`src/rtl/dsm_pkg.sv`:
```
package dsm_pkg;

  // Sign bits of (op_a, op_b), concatenated with op_a in the upper bit.
  typedef enum logic [1:0] {
    SGN_BOTH_POS = 2'b00,
    SGN_B_NEG    = 2'b01,
    SGN_A_NEG    = 2'b10,
    SGN_BOTH_NEG = 2'b11
  } sign_pair_e;

endpackage

```
`src/rtl/dsm_lead_one.sv`:
```
module dsm_lead_one #(
  parameter int W  = 8,
  localparam int IW = $clog2(W)
) (
  input  logic [W-1:0]  vec,
  output logic          found,
  output logic [IW-1:0] idx
);

  // Priority scan: the highest set bit is the last one written.
  always_comb begin
    found = 1'b0;
    idx   = '0;
    for (int i = 0; i < W; i++) begin
      if (vec[i]) begin
        found = 1'b1;
        idx   = IW'(i);
      end
    end
    if (found) begin
      AST_LEAD_IS_SET: assert (vec[idx]) else $error("leading bit not set");
      AST_NOTHING_ABOVE: assert ((vec >> idx) == W'(1)) else $error("set bit above leading one");
    end else begin
      AST_EMPTY_IS_ZERO: assert (vec == '0) else $error("no leading one on nonzero vector");
    end
  end

endmodule

```
`src/rtl/dsm_segment.sv`:
```
module dsm_segment #(
  parameter int OP_W  = 8,
  parameter int SEG_W = 4,
  localparam int IW    = $clog2(OP_W),
  localparam int MAXOF = OP_W - SEG_W,
  localparam int OFF_W = $clog2(MAXOF + 1)
) (
  input  logic [OP_W-1:0]  opnd,
  output logic [SEG_W-1:0] seg,
  output logic [OFF_W-1:0] offset
);

  logic          lead_found;
  logic [IW-1:0] lead_idx;

  dsm_lead_one #(.W(OP_W)) u_lead (
    .vec   (opnd),
    .found (lead_found),
    .idx   (lead_idx)
  );

  always_comb begin
    if (lead_found && (lead_idx >= IW'(SEG_W - 1))) begin
      offset = OFF_W'(lead_idx - IW'(SEG_W - 1));
    end else begin
      offset = '0;
    end
    seg = SEG_W'(opnd >> offset);
    if (offset != '0) begin
      AST_WINDOW_TOP_SET: assert (seg[SEG_W-1]) else $error("window top bit clear");
    end
    if (opnd == '0) begin
      AST_ZERO_WINDOW: assert (seg == '0 && offset == '0) else $error("zero operand window");
    end
  end

endmodule

```
`src/rtl/dsm_seg_mult.sv`:
```
module dsm_seg_mult
  import dsm_pkg::*;
#(
  parameter int SEG_W = 4,
  parameter int RES_W = 16,
  parameter int SH_W  = 4,
  localparam int PW    = 2 * SEG_W + 2,
  localparam int MAX_U = (2**SEG_W - 1) * (2**SEG_W - 1),
  localparam int MIN_S = -(2**(SEG_W-1)) * (2**SEG_W - 1)
) (
  input  logic [SEG_W-1:0] seg_a,
  input  logic [SEG_W-1:0] seg_b,
  input  logic             sign_a,
  input  logic             sign_b,
  input  logic [SH_W-1:0]  shamt,
  output logic [RES_W-1:0] result
);

  sign_pair_e            pair;
  logic                  a_signed;
  logic                  b_signed;
  logic signed [PW-1:0]  ext_a;
  logic signed [PW-1:0]  ext_b;
  logic signed [PW-1:0]  prod;

  always_comb begin
    pair     = sign_pair_e'({sign_a, sign_b});
    a_signed = 1'b0;
    b_signed = 1'b0;
    case (pair)
      SGN_BOTH_POS, SGN_BOTH_NEG: begin
        a_signed = 1'b0;
        b_signed = 1'b0;
      end
      SGN_B_NEG: b_signed = 1'b1;
      SGN_A_NEG: a_signed = 1'b1;
      default: begin
        a_signed = 1'b0;
        b_signed = 1'b0;
      end
    endcase
    ext_a  = a_signed ? PW'($signed(seg_a)) : PW'({1'b0, seg_a});
    ext_b  = b_signed ? PW'($signed(seg_b)) : PW'({1'b0, seg_b});
    prod   = ext_a * ext_b;
    result = RES_W'(prod) <<< shamt;

    AST_PROD_RANGE: assert (int'(prod) <= MAX_U && int'(prod) >= MIN_S) else $error("window product out of range");
    if (!a_signed && !b_signed) begin
      AST_UNS_NONNEG: assert (!prod[PW-1]) else $error("unsigned mode gave negative product");
    end
    if (seg_a == '0 || seg_b == '0) begin
      AST_ZERO_RESULT: assert (result == '0) else $error("zero window gave nonzero result");
    end
  end

endmodule

```
`src/rtl/dsm_approx_mult.sv`:
```
module dsm_approx_mult #(
  parameter int OP_W  = 8,
  parameter int SEG_W = 4,
  localparam int RES_W = 2 * OP_W,
  localparam int OFF_W = $clog2(OP_W - SEG_W + 1),
  localparam int SH_W  = OFF_W + 1
) (
  input  logic [OP_W-1:0]  op_a,
  input  logic [OP_W-1:0]  op_b,
  output logic [RES_W-1:0] prod_o
);

  logic [OP_W-1:0]  ops  [2];
  logic [SEG_W-1:0] segs [2];
  logic [OFF_W-1:0] offs [2];
  logic [SH_W-1:0]  shamt;

  assign ops[0] = op_a;
  assign ops[1] = op_b;

  for (genvar g = 0; g < 2; g++) begin : g_window
    dsm_segment #(.OP_W(OP_W), .SEG_W(SEG_W)) u_seg (
      .opnd   (ops[g]),
      .seg    (segs[g]),
      .offset (offs[g])
    );
  end

  assign shamt = SH_W'(offs[0]) + SH_W'(offs[1]);

  dsm_seg_mult #(.SEG_W(SEG_W), .RES_W(RES_W), .SH_W(SH_W)) u_mult (
    .seg_a  (segs[0]),
    .seg_b  (segs[1]),
    .sign_a (op_a[OP_W-1]),
    .sign_b (op_b[OP_W-1]),
    .shamt  (shamt),
    .result (prod_o)
  );

endmodule

```
`config.mk`:
```
export PLATFORM = sky130hd
export DESIGN_NAME = dsm_approx_mult
export DESIGN_NICKNAME = d
export VERILOG_FILES = /design/src/rtl/dsm_pkg.sv /design/src/rtl/dsm_lead_one.sv /design/src/rtl/dsm_segment.sv /design/src/rtl/dsm_seg_mult.sv /design/src/rtl/dsm_approx_mult.sv
export SDC_FILE = /design/constraint.sdc
export NUM_CORES = 1
export LEC_CHECK = 0
export BUFFER_PORTS_ARGS = -buffer_cell sky130_fd_sc_hd__buf_4
export CAP_MARGIN = 0
export CORE_ASPECT_RATIO = 0.75
export CORE_MARGIN = 2
export CORE_UTILIZATION = 63
export DETAILED_ROUTE_END_ITERATION = 12
export PLACE_DENSITY = 0.84
export SLEW_MARGIN = 15
export SYNTH_ARGS = -nofsm -noshare
export SYNTH_HDL_FRONTEND = slang
export SYNTH_SLANG_ARGS = --single-unit
```
`constraint.sdc`:
```
create_clock -name vclk -period 14.3
set_input_delay 2.86 -clock vclk [all_inputs]
set_output_delay 2.86 -clock vclk [all_outputs]
set_load 0.005 [all_outputs]
```
# After elaboration in Yosys (flattened, before gate mapping)
# Cells that the tools add are included.
[classes] n_mux=36 multipliers=1 magnitude_cmp=2 eq_ne=2 addsub=3 shifts=3 reduce_logical=2
[ops] cell="3-bit two-way mux" count=14
[ops] cell="1-bit two-way mux" count=20
[ops] cell="10-bit two-way mux" count=2
[ops] cell="8-bit by 3-bit >> shifter with 4-bit output" count=2
[ops] cell="10-bit by 4-bit <<< shifter with 16-bit output" count=1
[ops] cell="10-bit by 10-bit multiplier with 10-bit output" count=1
[ops] cell="3-bit by 2-bit greater-or-equal comparator with 1-bit output (second input constant)" count=2
[ops] cell="3-bit by 2-bit subtractor with 3-bit output (second input constant)" count=2
[ops] cell="3-bit by 3-bit adder with 4-bit output" count=1
[ops] cell="2-bit by 1-bit == test with 1-bit output (second input constant)" count=1
[ops] cell="2-bit == test (second input constant)" count=1
[ops] cell="1-bit logical AND" count=2
[word_totals] ff_bits=0 wordCells=49 output_inout_bits=16

# Longest topological paths before layout
# Gate-level depths: netlist of run 1.
[logic_depth] word_depth=14 ltp_mapped=33 ltp_nobuf=32

# Cells and area by module
# From an unflattened synthesis of run 1, not the netlist that was laid out.
[hier_totals] hier_cells=328 hier_area_um2=2752.6
[modules_own_cells] mod="dsm_seg_mult" cells_each=234 seq_area_each_um2=0.0 area_per_inst_um2=1901.8 instances=1
[modules_own_cells] mod="dsm_segment" cells_each=29 seq_area_each_um2=0.0 area_per_inst_um2=320.3 instances=2
[modules_own_cells] mod="dsm_lead_one" cells_each=12 seq_area_each_um2=0.0 area_per_inst_um2=57.6 instances=2
[modules_own_cells] mod="dsm_approx_mult" cells_each=12 seq_area_each_um2=0.0 area_per_inst_um2=95.1 instances=1

# Least setup slack after synthesis of run 1
# Ideal clock, no wire load.
[synth_timing] path_kind="input to output" from="input op_b[7]" to="output prod_o[11]" path_buffers=2 stages=31 arrival_ns=9.555 setup_slack_ns=1.885 path_cell_list="clkbuf_1 -> nor2_1 -> o31ai_1 -> ha_1 -> ha_1 -> o32a_1 -> o21ai_2 -> inv_1 -> nor2_1 -> a211oi_1 -> a311oi_1 -> a21oi_1 -> or2_2 -> inv_1 -> fa_1 -> fa_1 -> inv_1 -> fa_1 -> inv_1 -> fa_1 -> inv_1 -> fa_1 -> inv_1 -> ha_1 -> a21oi_1 -> xnor2_1 -> inv_1 -> and3_1 -> buf_6 -> or4_1 -> nand2_1"
[synth_between] elab_chain_cells=8 word_cells_on_any_way=16
[synth_lines] item="start: declaration" line_no="dsm_approx_mult.sv:9" text="input logic [OP_W-1:0] op_b,"
[synth_lines] item="3-bit two-way mux" line_no="dsm_lead_one.sv:15" text="if (vec[i]) begin"
[synth_lines] item="3-bit by 2-bit greater-or-equal comparator with 1-bit output" line_no="dsm_segment.sv:23" text="if (lead_found && (lead_idx >= IW'(SEG_W - 1))) begin"
[synth_lines] item="1-bit logical AND" line_no="dsm_segment.sv:23"
[synth_lines] item="3-bit two-way mux" line_no="dsm_segment.sv:23"
[synth_lines] item="8-bit by 3-bit >> shifter with 4-bit output" line_no="dsm_segment.sv:28" text="seg = SEG_W'(opnd >> offset);"
[synth_lines] item="10-bit two-way mux" line_no="dsm_seg_mult.sv:43" text="ext_b = b_signed ? PW'($signed(seg_b)) : PW'({1'b0, seg_b});"
[synth_lines] item="10-bit by 10-bit multiplier with 10-bit output" line_no="dsm_seg_mult.sv:44" text="prod = ext_a * ext_b;"
[synth_lines] item="10-bit by 4-bit <<< shifter with 16-bit output (*)" line_no="dsm_seg_mult.sv:45" text="result = RES_W'(prod) <<< shamt;"
[synth_lines] item="end: declaration" line_no="dsm_approx_mult.sv:10" text="output logic [RES_W-1:0] prod_o"
# Every way passes the cells marked *; elsewhere a longest branch is shown, timed or not.

# Worst setup path after layout of run 1
[layout_timing] from="input op_b[5]" to="output prod_o[9]"
[layout_between] elab_chain_cells=10 word_cells_on_any_way=15
[layout_lines] item="3-bit two-way mux (3 in series)" line_no="dsm_lead_one.sv:15"
[layout_lines] item="3-bit by 2-bit greater-or-equal comparator with 1-bit output" line_no="dsm_segment.sv:23"
[layout_lines] item="1-bit logical AND" line_no="dsm_segment.sv:23"
[layout_lines] item="3-bit two-way mux" line_no="dsm_segment.sv:23"
[layout_lines] item="8-bit by 3-bit >> shifter with 4-bit output" line_no="dsm_segment.sv:28"
[layout_lines] item="10-bit two-way mux" line_no="dsm_seg_mult.sv:43"
[layout_lines] item="10-bit by 10-bit multiplier with 10-bit output" line_no="dsm_seg_mult.sv:44"
[layout_lines] item="10-bit by 4-bit <<< shifter with 16-bit output (*)" line_no="dsm_seg_mult.sv:45"
# Marked as above.

==> flow_metrics.tcl, run 1 <==
set metrics [dict create \
    synth_cells 364 \
    cts_resized 0 \
    yosys.area_share.xor_xnor_pct 6.479 \
    drtIter0Drc 138 \
    nets 460 \
    fin_setup_tns_ns 0 \
    avgRoutedWirePerCell_um 13.88 \
    first_pass_iters 5 \
    syn_area_sq_mm 0.002665 \
    synth_top_family_by_area "adder cells" \
    final_max_slew_viol_count 0 \
    grt_setup_unrepaired "false" \
    critPathLaunchType "primary input" \
    min-delay-start "op_b[0]" \
    diodes 0 \
    muxShareOfSynthArea_pct 5.305 \
    yosysTopAreaCell "ha_1" \
    regArea_sq_um 0 \
    numPortBuffers 32 \
    antenna_left 0 \
    drv_cap 0 \
    synth_fa_ha_area_share_pct 33.43 \
    critPathMostFrequentCell "inv_1" \
    vias_per_cell 5.950 \
    ctsHoldBuffers 0 \
    path_max_fanout 8 \
    yosysTopAreaCellShare_pct 16.90 \
    grt_pass1_wl_um 10430 \
    yosys-top-cells-count "51 x inv_1, 49 x nor2_1, 36 x ha_1, 32 x a21oi_1" \
    required_ns 11.44 \
    clkbuf_count 0 \
    antenna_found_initial 0 \
    dp_hpwl_um 5170 \
    p_leak_nw 1.506 \
    rows 20 \
    synth_compound_area_share_pct 25.40 \
    grt_max_degree 22 \
    powerDensity_mw_per_mm2 141.4 \
    slowest_stage "fa_1" \
    finalCriticalPeriod_ns 13.41 \
    design.seq.count 0 \
    synth.area.top_cells "ha_1 17%, fa_1 17%, inv_1 7.2%" \
    drive_gt1_share_pct 14.58 \
    track_usage_pct 26.54 \
    syn_nets 438 \
    drt-total-wl_um 6093 \
    post-cts-setup-buffer-count 0 \
    setup-violations-final 0 \
    worst_slew_pin_slew_ns 0.9251 \
    finalHoldViolations 0 \
    max_slew_margin_pct 38.12 \
    die_x_um 79.10 \
    ys_types 65 \
    hp-class "in2out" \
    core-area_sq_mm 0.004054 \
    yosysMostFrequentCell "inv_1" \
    vias 2612 \
    dp_cells 439 \
    peakVddDrop_v 0.00009779 \
    syn_area_per_cell_sq_um 7.322 \
    stdcell_count 439 \
    crit_start "op_b[5]" \
    yosys.area_share.simple_pct 19.01 \
    area_delta_synth_final_pct 9.296 \
    ys.warnings.count 0 \
    io_pins 32 \
    drc 0 \
    place.gp.congestion 0.9826 \
    start_util_pct 65.74 \
    end_kind "output pin" \
    critical_path_arrival_ns 10.55 \
    fmax_ghz 0.07458 \
    period_share_pct 93.77 \
    crit_type "in2out" \
    dieArea_sq_mm 0.004772 \
    critical-path-max-stage-delay_ns 0.56 \
    fp.dieH_um 60.33 \
    grt-ovfl-total 0 \
    grt_pass1_vias 2268 \
    timing.hold.ws_ns 6.649 \
    status "complete, no violations" \
    p_total_w 0.0004118 \
    yosysSeqAreaShare_pct 0 \
]
-- critical path: cells and delay by family --
kind	cells	cell delay, ns
buffers and inverters	9	0.90
adder cells (fa/ha/maj)	8	3.33
XOR/XNOR	1	0.14
AO/OA/AOI/OAI	10	2.45
AND/OR/NAND/NOR	4	0.82
-- cell families after synthesis --
group,count (synthesis)
mux,14
other cells,1
buf+inv,67
xor+xnor,18
simple gates,108
compound gates,98
fa+ha+maj,58
-- worst paths after layout --
path	depth (start not counted)	to
worst max-delay path	32	prod_o[9]
worst min-delay path	8	prod_o[0]
-- layout by cell type, fill, tap and decap left out, types with 3 or more instances in the layout --
master and count:
o21bai_1 3, a211oi_1 6, nor3_1 5, ha_1 36, o21ai_0 9, a21o_1 5
a21oi_1 32, nand2b_1 4, or2_2 5, and2_1 5, buf_4 32, o311ai_1 4
inv_1 51, a22oi_1 3, nand2_1 22, xor2_1 3, xnor2_1 13, o22ai_1 3
nor2_1 49, o31ai_1 3, nor2b_1 5, fa_1 22, mux2i_1 13, inv_2 3
-- routing by layer --
metal	track usage (%)	up-vias	share of wire, %
met4	0.9852	0	0.31
met1	39.50	1202	48
li1	-	1299	-
met5	0	-	0
met3	0.1511	2	6.7
met2	46.49	109	45
-- report_power, final --
part / leakage, nW / internal [W] / switching, W
clock: 0 / 0 / 0
combinational: 1.51 / 0.000181 / 0.000231
sequential: 0 / 0 / 0
-- cell type report --
| type | instances | area (sq um) |
|---|---|---|
| fill | 334 | 1141 |
| tap | 55 | 68.82 |
| timing repair buffer | 32 | 240.2 |
| inverter | 55 | 211.5 |
| multi-input combinational | 297 | 2392 |
-- per-stage QoR --
stage	util, %	setup WS [ns]	area, sq um
2_1_floorplan	-	1.885	2665
3_3_place_gp	71.85	1.132	2913
3_5_place_dp	71.85	1.048	2913
4_1_cts	71.85	1.016	2913
5_1_grt	71.85	0.3922	2913
6_report	71.85	0.8911	2913
(Power assumes the default switching activity.)
==> run 2: changes to the inputs <==
--- a/config.mk
+++ b/config.mk
@@ -11,8 +11,9 @@
 export CORE_MARGIN = 2
 export CORE_UTILIZATION = 63
 export DETAILED_ROUTE_END_ITERATION = 12
-export PLACE_DENSITY = 0.84
+export PLACE_DENSITY = 0.94
 export SLEW_MARGIN = 15
 export SYNTH_ARGS = -nofsm -noshare
 export SYNTH_HDL_FRONTEND = slang
+export SYNTH_HIERARCHICAL = 1
 export SYNTH_SLANG_ARGS = --single-unit
==> constraint.sdc (replaced) <==
create_clock -name vclk -period 14.2
set_input_delay 2.84 -clock vclk [all_inputs]
set_output_delay 2.84 -clock vclk [all_outputs]
set_load 0.005 [all_outputs]
==> flow_metrics.tcl, run 2 <==
set metrics [dict create \
    drt-total-wl_um 5778 \
    slowest_stage "mux4_1" \
    rows 20 \
    setup-violations-final 0 \
    dp_hpwl_um 5011 \
    antenna_found_initial 0 \
    p_sw_w 0.0001789 \
    yosysSeqAreaShare_pct 0 \
    synth_cells 328 \
    vias_per_cell 5.941 \
    min-delay-start "op_b[0]" \
    synth.area.top_cells "ha_1 16%, fa_1 15%, inv_1 5.9%" \
    max_slew_margin_pct 61.81 \
    period_share_pct 90.18 \
    drc 0 \
    grt_pass1_vias 2156 \
    core-area_sq_mm 0.004129 \
    ys_types 52 \
    avgRoutedWirePerCell_um 14.23 \
    post-cts-setup-buffer-count 0 \
    worst_slew_pin_slew_ns 0.5723 \
    fmax_ghz 0.07809 \
    regArea_sq_um 0 \
    design.seq.count 0 \
    critical-path-max-stage-delay_ns 0.56 \
    track_usage_pct 24.50 \
    antenna_left 0 \
    critical_path_arrival_ns 9.97 \
    grt_max_degree 21 \
    grt_pass1_wl_um 9632 \
    grt-ovfl-total 0 \
    vias 2412 \
    first_pass_iters 5 \
    finalHoldViolations 0 \
    cts_resized 0 \
    intPower_w 0.0001655 \
    clkbuf_count 0 \
    status "complete, no violations" \
    p_sw_share_pct 51.94 \
    ys.warnings.count 6 \
    layout_common_cells "43 x inv_1, 36 x ha_1, 33 x buf_4" \
    hold-path-endpoint "prod_o[1]" \
    combinationalPowerShare_pct 100.0 \
    grt_setup_unrepaired "false" \
    ctsHoldBuffers 0 \
    fin_setup_tns_ns 0 \
    area_delta_synth_final_pct 9.864 \
    crit_type "in2out" \
    place_area_sq_mm 0.003024 \
    final_max_slew_viol_count 0 \
    fp.dieH_um 61.25 \
    peakVddDrop_v 0.00008908 \
    syn_nets 401 \
    syn_area_sq_mm 0.002753 \
    numPortBuffers 32 \
    yosysTopAreaCellShare_pct 16.36 \
    powerDensity_mw_per_mm2 113.9 \
    finalCriticalPeriod_ns 12.81 \
    drive_gt1_share_pct 20.23 \
    place.gp.congestion 0.8647 \
    yosys-top-cells-count "43 x inv_1, 36 x ha_1, 26 x nand2_1, 21 x fa_1, 20 x nor2_1" \
    finalInstanceArea_sq_mm 0.003024 \
    seq_power_share_pct 0 \
    final_common_cell "inv_1" \
    dieArea_sq_mm 0.004920 \
    p_leak_nw 1.562 \
    required_ns 11.36 \
    yosysTopAreaCell "ha_1" \
    drtIter0Drc 127 \
    crit_start "op_a[6]" \
    fill_cells 318 \
    die_x_um 80.33 \
    clkPwrFrac_pct 0 \
    yosysMostFrequentCell "inv_1" \
    hp-class "in2out" \
    io_pins 32 \
    drv_cap 0 \
    path_max_fanout 7 \
    start_util_pct 66.67 \
    diodes 0 \
    multi_input_area_sq_mm 0.002527 \
    nets 426 \
    critPathLaunchType "primary input" \
    syn_area_per_cell_sq_um 8.392 \
    min_delay_path_depth 7 \
    end_kind "output pin" \
]
-- run 2: cell count changes after synthesis, sizes merged, moves of 4 or more --
| cell | before | now |
|---|---|---|
| and2 | 5 | 22 |
| o221ai | 0 | 4 |
| mux4 | 0 | 13 |
| a211oi | 6 | 1 |
| inv | 54 | 45 |
| nand3 | 3 | 11 |
| xnor2 | 15 | 11 |
| nor2 | 49 | 24 |
| a21oi | 32 | 12 |
| o311ai | 5 | 0 |
-- run 2: layout make-up --
cell class	count	area share [%]
Inverter	48	5.958
Tap cell	55	2.276
Multi-Input combinational cell	270	83.57
Timing Repair Buffer	33	8.192
-- run 2: per-layer routing --
layer | vias up | wire length (um) | track usage (%)
li1 | 1187 | - | -
met1 | 1138 | 2803 | 36.79
met2 | 83 | 2645 | 42.38
met3 | 4 | 296 | 0.1466
met4 | 0 | 32 | 2.179
met5 | - | 0 | 0
-- run 2: cell families after synthesis --
kind of cell    count (synthesis)  synth area share, %
mux                            26                16.32
buf+inv                        58                8.182
fa+ha+maj                      57                31.64
xor+xnor                       15                5.591
compound gates                 55                14.00
other cells                     1               0.1362
simple gates                  116                24.14
-- run 2: worst max-delay path by stage --
stage	end	slack, ns	depth (start not counted)
after CTS	prod_o[9]	1.38	27
after floorplan	prod_o[9]	2.01	26
final	prod_o[9]	1.39	28
after global placement	prod_o[9]	1.59	27
after detailed placement	prod_o[9]	1.38	27
after global routing	prod_o[9]	1.01	28
-- run 2: critical path, delay by kind of cell --
family	cells	cell delay [ns]
adder cells (fa/ha/maj)	8	3.41
AND/OR/NAND/NOR	3	0.58
XOR/XNOR	1	0.50
buffers and inverters	7	0.51
multiplexers	1	0.56
AO/OA/AOI/OAI	8	1.55
-- run 2: power groups by stage --
stage                     Sequential (W)  Combinational, W  Clock (W)
after floorplan                        0          0.000245          0
after global placement                 0          0.000329          0
after detailed placement               0          0.000343          0
after CTS                              0          0.000344          0
after global routing                   0          0.000385          0
final                                  0          0.000344          0
-- run 2: per-stage QoR --
| step | std cells | hold slack [ns] | total power, W | util [%] | worst slack, ns |
|---|---|---|---|---|---|
| 4_1_cts | 406 | 6.699 | 0.0003437 | 73.24 | 1.383 |
| 3_5_place_dp | 406 | 6.699 | 0.0003429 | 73.24 | 1.383 |
| 3_3_place_gp | 406 | 6.687 | 0.0003289 | 73.24 | 1.586 |
| 5_1_grt | 406 | 6.763 | 0.0003846 | 73.24 | 1.014 |
| 2_1_floorplan | 328 | 6.427 | 0.0002446 | - | 2.012 |
| 6_report | 406 | 6.700 | 0.0003444 | 73.24 | 1.394 |
==> run 3: changes to the inputs <==
--- a/config.mk
+++ b/config.mk
@@ -5,13 +5,14 @@
 export SDC_FILE = /design/constraint.sdc
 export NUM_CORES = 1
 export LEC_CHECK = 0
+export ABC_AREA = 1
 export BUFFER_PORTS_ARGS = -buffer_cell sky130_fd_sc_hd__buf_4
 export CAP_MARGIN = 0
 export CORE_ASPECT_RATIO = 0.75
 export CORE_MARGIN = 2
-export CORE_UTILIZATION = 63
+export CORE_UTILIZATION = 64
 export DETAILED_ROUTE_END_ITERATION = 12
-export PLACE_DENSITY = 0.94
+export PLACE_DENSITY = 0.86
 export SLEW_MARGIN = 15
 export SYNTH_ARGS = -nofsm -noshare
 export SYNTH_HDL_FRONTEND = slang
==> flow_metrics.tcl, run 3 <==
set metrics [dict create \
    status "complete, no violations" \
    yosys-top-cells-count "142 x nand2_1, 110 x inv_1, 54 x nand3_1, 36 x ha_1, 33 x nor2_1" \
    design.seq.count 0 \
    grt_pass1_wl_um 12510 \
    ctsHoldBuffers 0 \
    critPathMostFrequentCell "nand2_1" \
    clkbuf_count 0 \
    avgRoutedWirePerCell_um 11.42 \
    synth_cells 516 \
    syn_nets 589 \
    finalCriticalPeriod_ns 12.56 \
    die_x_um 84.49 \
    syn_area_sq_mm 0.003109 \
    end_kind "output pin" \
    worst_slew_pin_slew_ns 0.5978 \
    start_util_pct 68.01 \
    place.gp.congestion 0.9349 \
    yosysTopAreaCellShare_pct 17.14 \
    ys.warnings.count 6 \
    grt_max_degree 22 \
    ys_types 37 \
    antenna_left 0 \
    drc 0 \
    post-cts-setup-buffer-count 0 \
    vias_per_cell 5.294 \
    path_max_fanout 10 \
    fin_setup_tns_ns 0 \
    antenna_found_initial 0 \
    numPortBuffers 32 \
    drtIter0Drc 209 \
    peakVddDrop_v 0.0001026 \
    cts_resized 0 \
    required_ns 11.36 \
    crit_type "in2out" \
    drive_gt1_share_pct 14.68 \
    yosysTopAreaCell "nand2_1" \
    first_pass_iters 6 \
    critical_path_arrival_ns 9.72 \
    rows 21 \
    p_total_w 0.0003119 \
    fp.dieH_um 64.36 \
    finalInstanceArea_sq_mm 0.003359 \
    core-area_sq_mm 0.004572 \
    grt_pass1_vias 2979 \
    place_area_sq_mm 0.003359 \
    max_slew_margin_pct 60.03 \
    dieArea_sq_mm 0.005437 \
    io_pins 32 \
    drv_cap 0 \
    track_usage_pct 26.58 \
    yosysMostFrequentCell "nand2_1" \
    layout_common_cells "142 x nand2_1, 110 x inv_1, 54 x nand3_1" \
    finalHoldViolations 0 \
    min_delay_path_depth 10 \
    grt-ovfl-total 0 \
    final_common_cell "nand2_1" \
    powerDensity_mw_per_mm2 92.83 \
    yosysSeqAreaShare_pct 0 \
    slowest_stage "fa_1" \
    fmax_ghz 0.07962 \
    dp_hpwl_um 5825 \
    regArea_sq_um 0 \
    critPathLaunchType "primary input" \
    syn_area_per_cell_sq_um 6.026 \
    p_leak_nw 2.108 \
    grt_setup_unrepaired "false" \
    period_share_pct 88.45 \
    diodes 0 \
    hp-class "in2out" \
    fill_cells 397 \
    setup-violations-final 0 \
    synth.area.top_cells "nand2_1 17%, ha_1 14%, fa_1 14%" \
    critical-path-max-stage-delay_ns 0.58 \
    vias 3150 \
    drt-total-wl_um 6792 \
    final_max_slew_viol_count 0 \
    area_delta_synth_final_pct 8.048 \
    nets 613 \
]
==> run 3: worst max-delay path, delay by kind of cell <==
kind,cells,cell delay [ns]
buf+inv,8,0.55
fa+ha+maj,8,3.43
compound gates,1,0.11
simple gates,26,2.75
==> run 3: worst paths after layout <==
| path | to | slack, ns | startpoint |
|---|---|---|---|
| setup / recovery | prod_o[15] | 1.64 | op_a[2] |
| hold / removal | prod_o[0] | 6.57 | op_a[0] |
==> run 3: through the flow <==
step | hold WS (ns) | utilization (%) | cells | setup WS, ns
floorplan | 6.186 | - | 516 | 2.427
global placement | 6.559 | 73.48 | 595 | 1.884
detailed placement | 6.561 | 73.48 | 595 | 1.723
CTS | 6.568 | 73.48 | 595 | 1.690
global route | 6.686 | 73.48 | 595 | 0.9632
finish | 6.569 | 73.48 | 595 | 1.640
==> run 3: final cells by class <==
type / instances / area, sq um / share of cell area [%]
inverter: 117 / 466.7 / 13.89
tap: 57 / 71.32 / 2.123
multi-input combinational: 388 / 2574 / 76.61
timing repair buffer: 33 / 247.7 / 7.374
==> run 3: layer usage <==
metal  global-route usage (%)  share of wire [%]
met1                    38.39                 50
met2                    47.05                 45
met3                   0.2584                5.1
met4                    1.190                  0
met5                        0                  0
==> run 3: kinds of logic after synthesis <==
| group | count (synthesis) | share of synthesized area [%] |
|---|---|---|
| AND/OR/NAND/NOR | 289 | 46.20 |
| XOR/XNOR | 3 | 0.8452 |
| adder cells (fa/ha/maj) | 57 | 28.01 |
| other | 1 | 0.1206 |
| buffers and inverters | 128 | 17.22 |
| AO/OA/AOI/OAI | 36 | 6.962 |
| multiplexers | 2 | 0.6439 |
==> run 3: report_power, final <==
group | switching (W) | leakage, nW | internal, W
Sequential | 0 | 0 | 0
Clock | 0 | 0 | 0
Combinational | 0.000186 | 2.11 | 0.000126
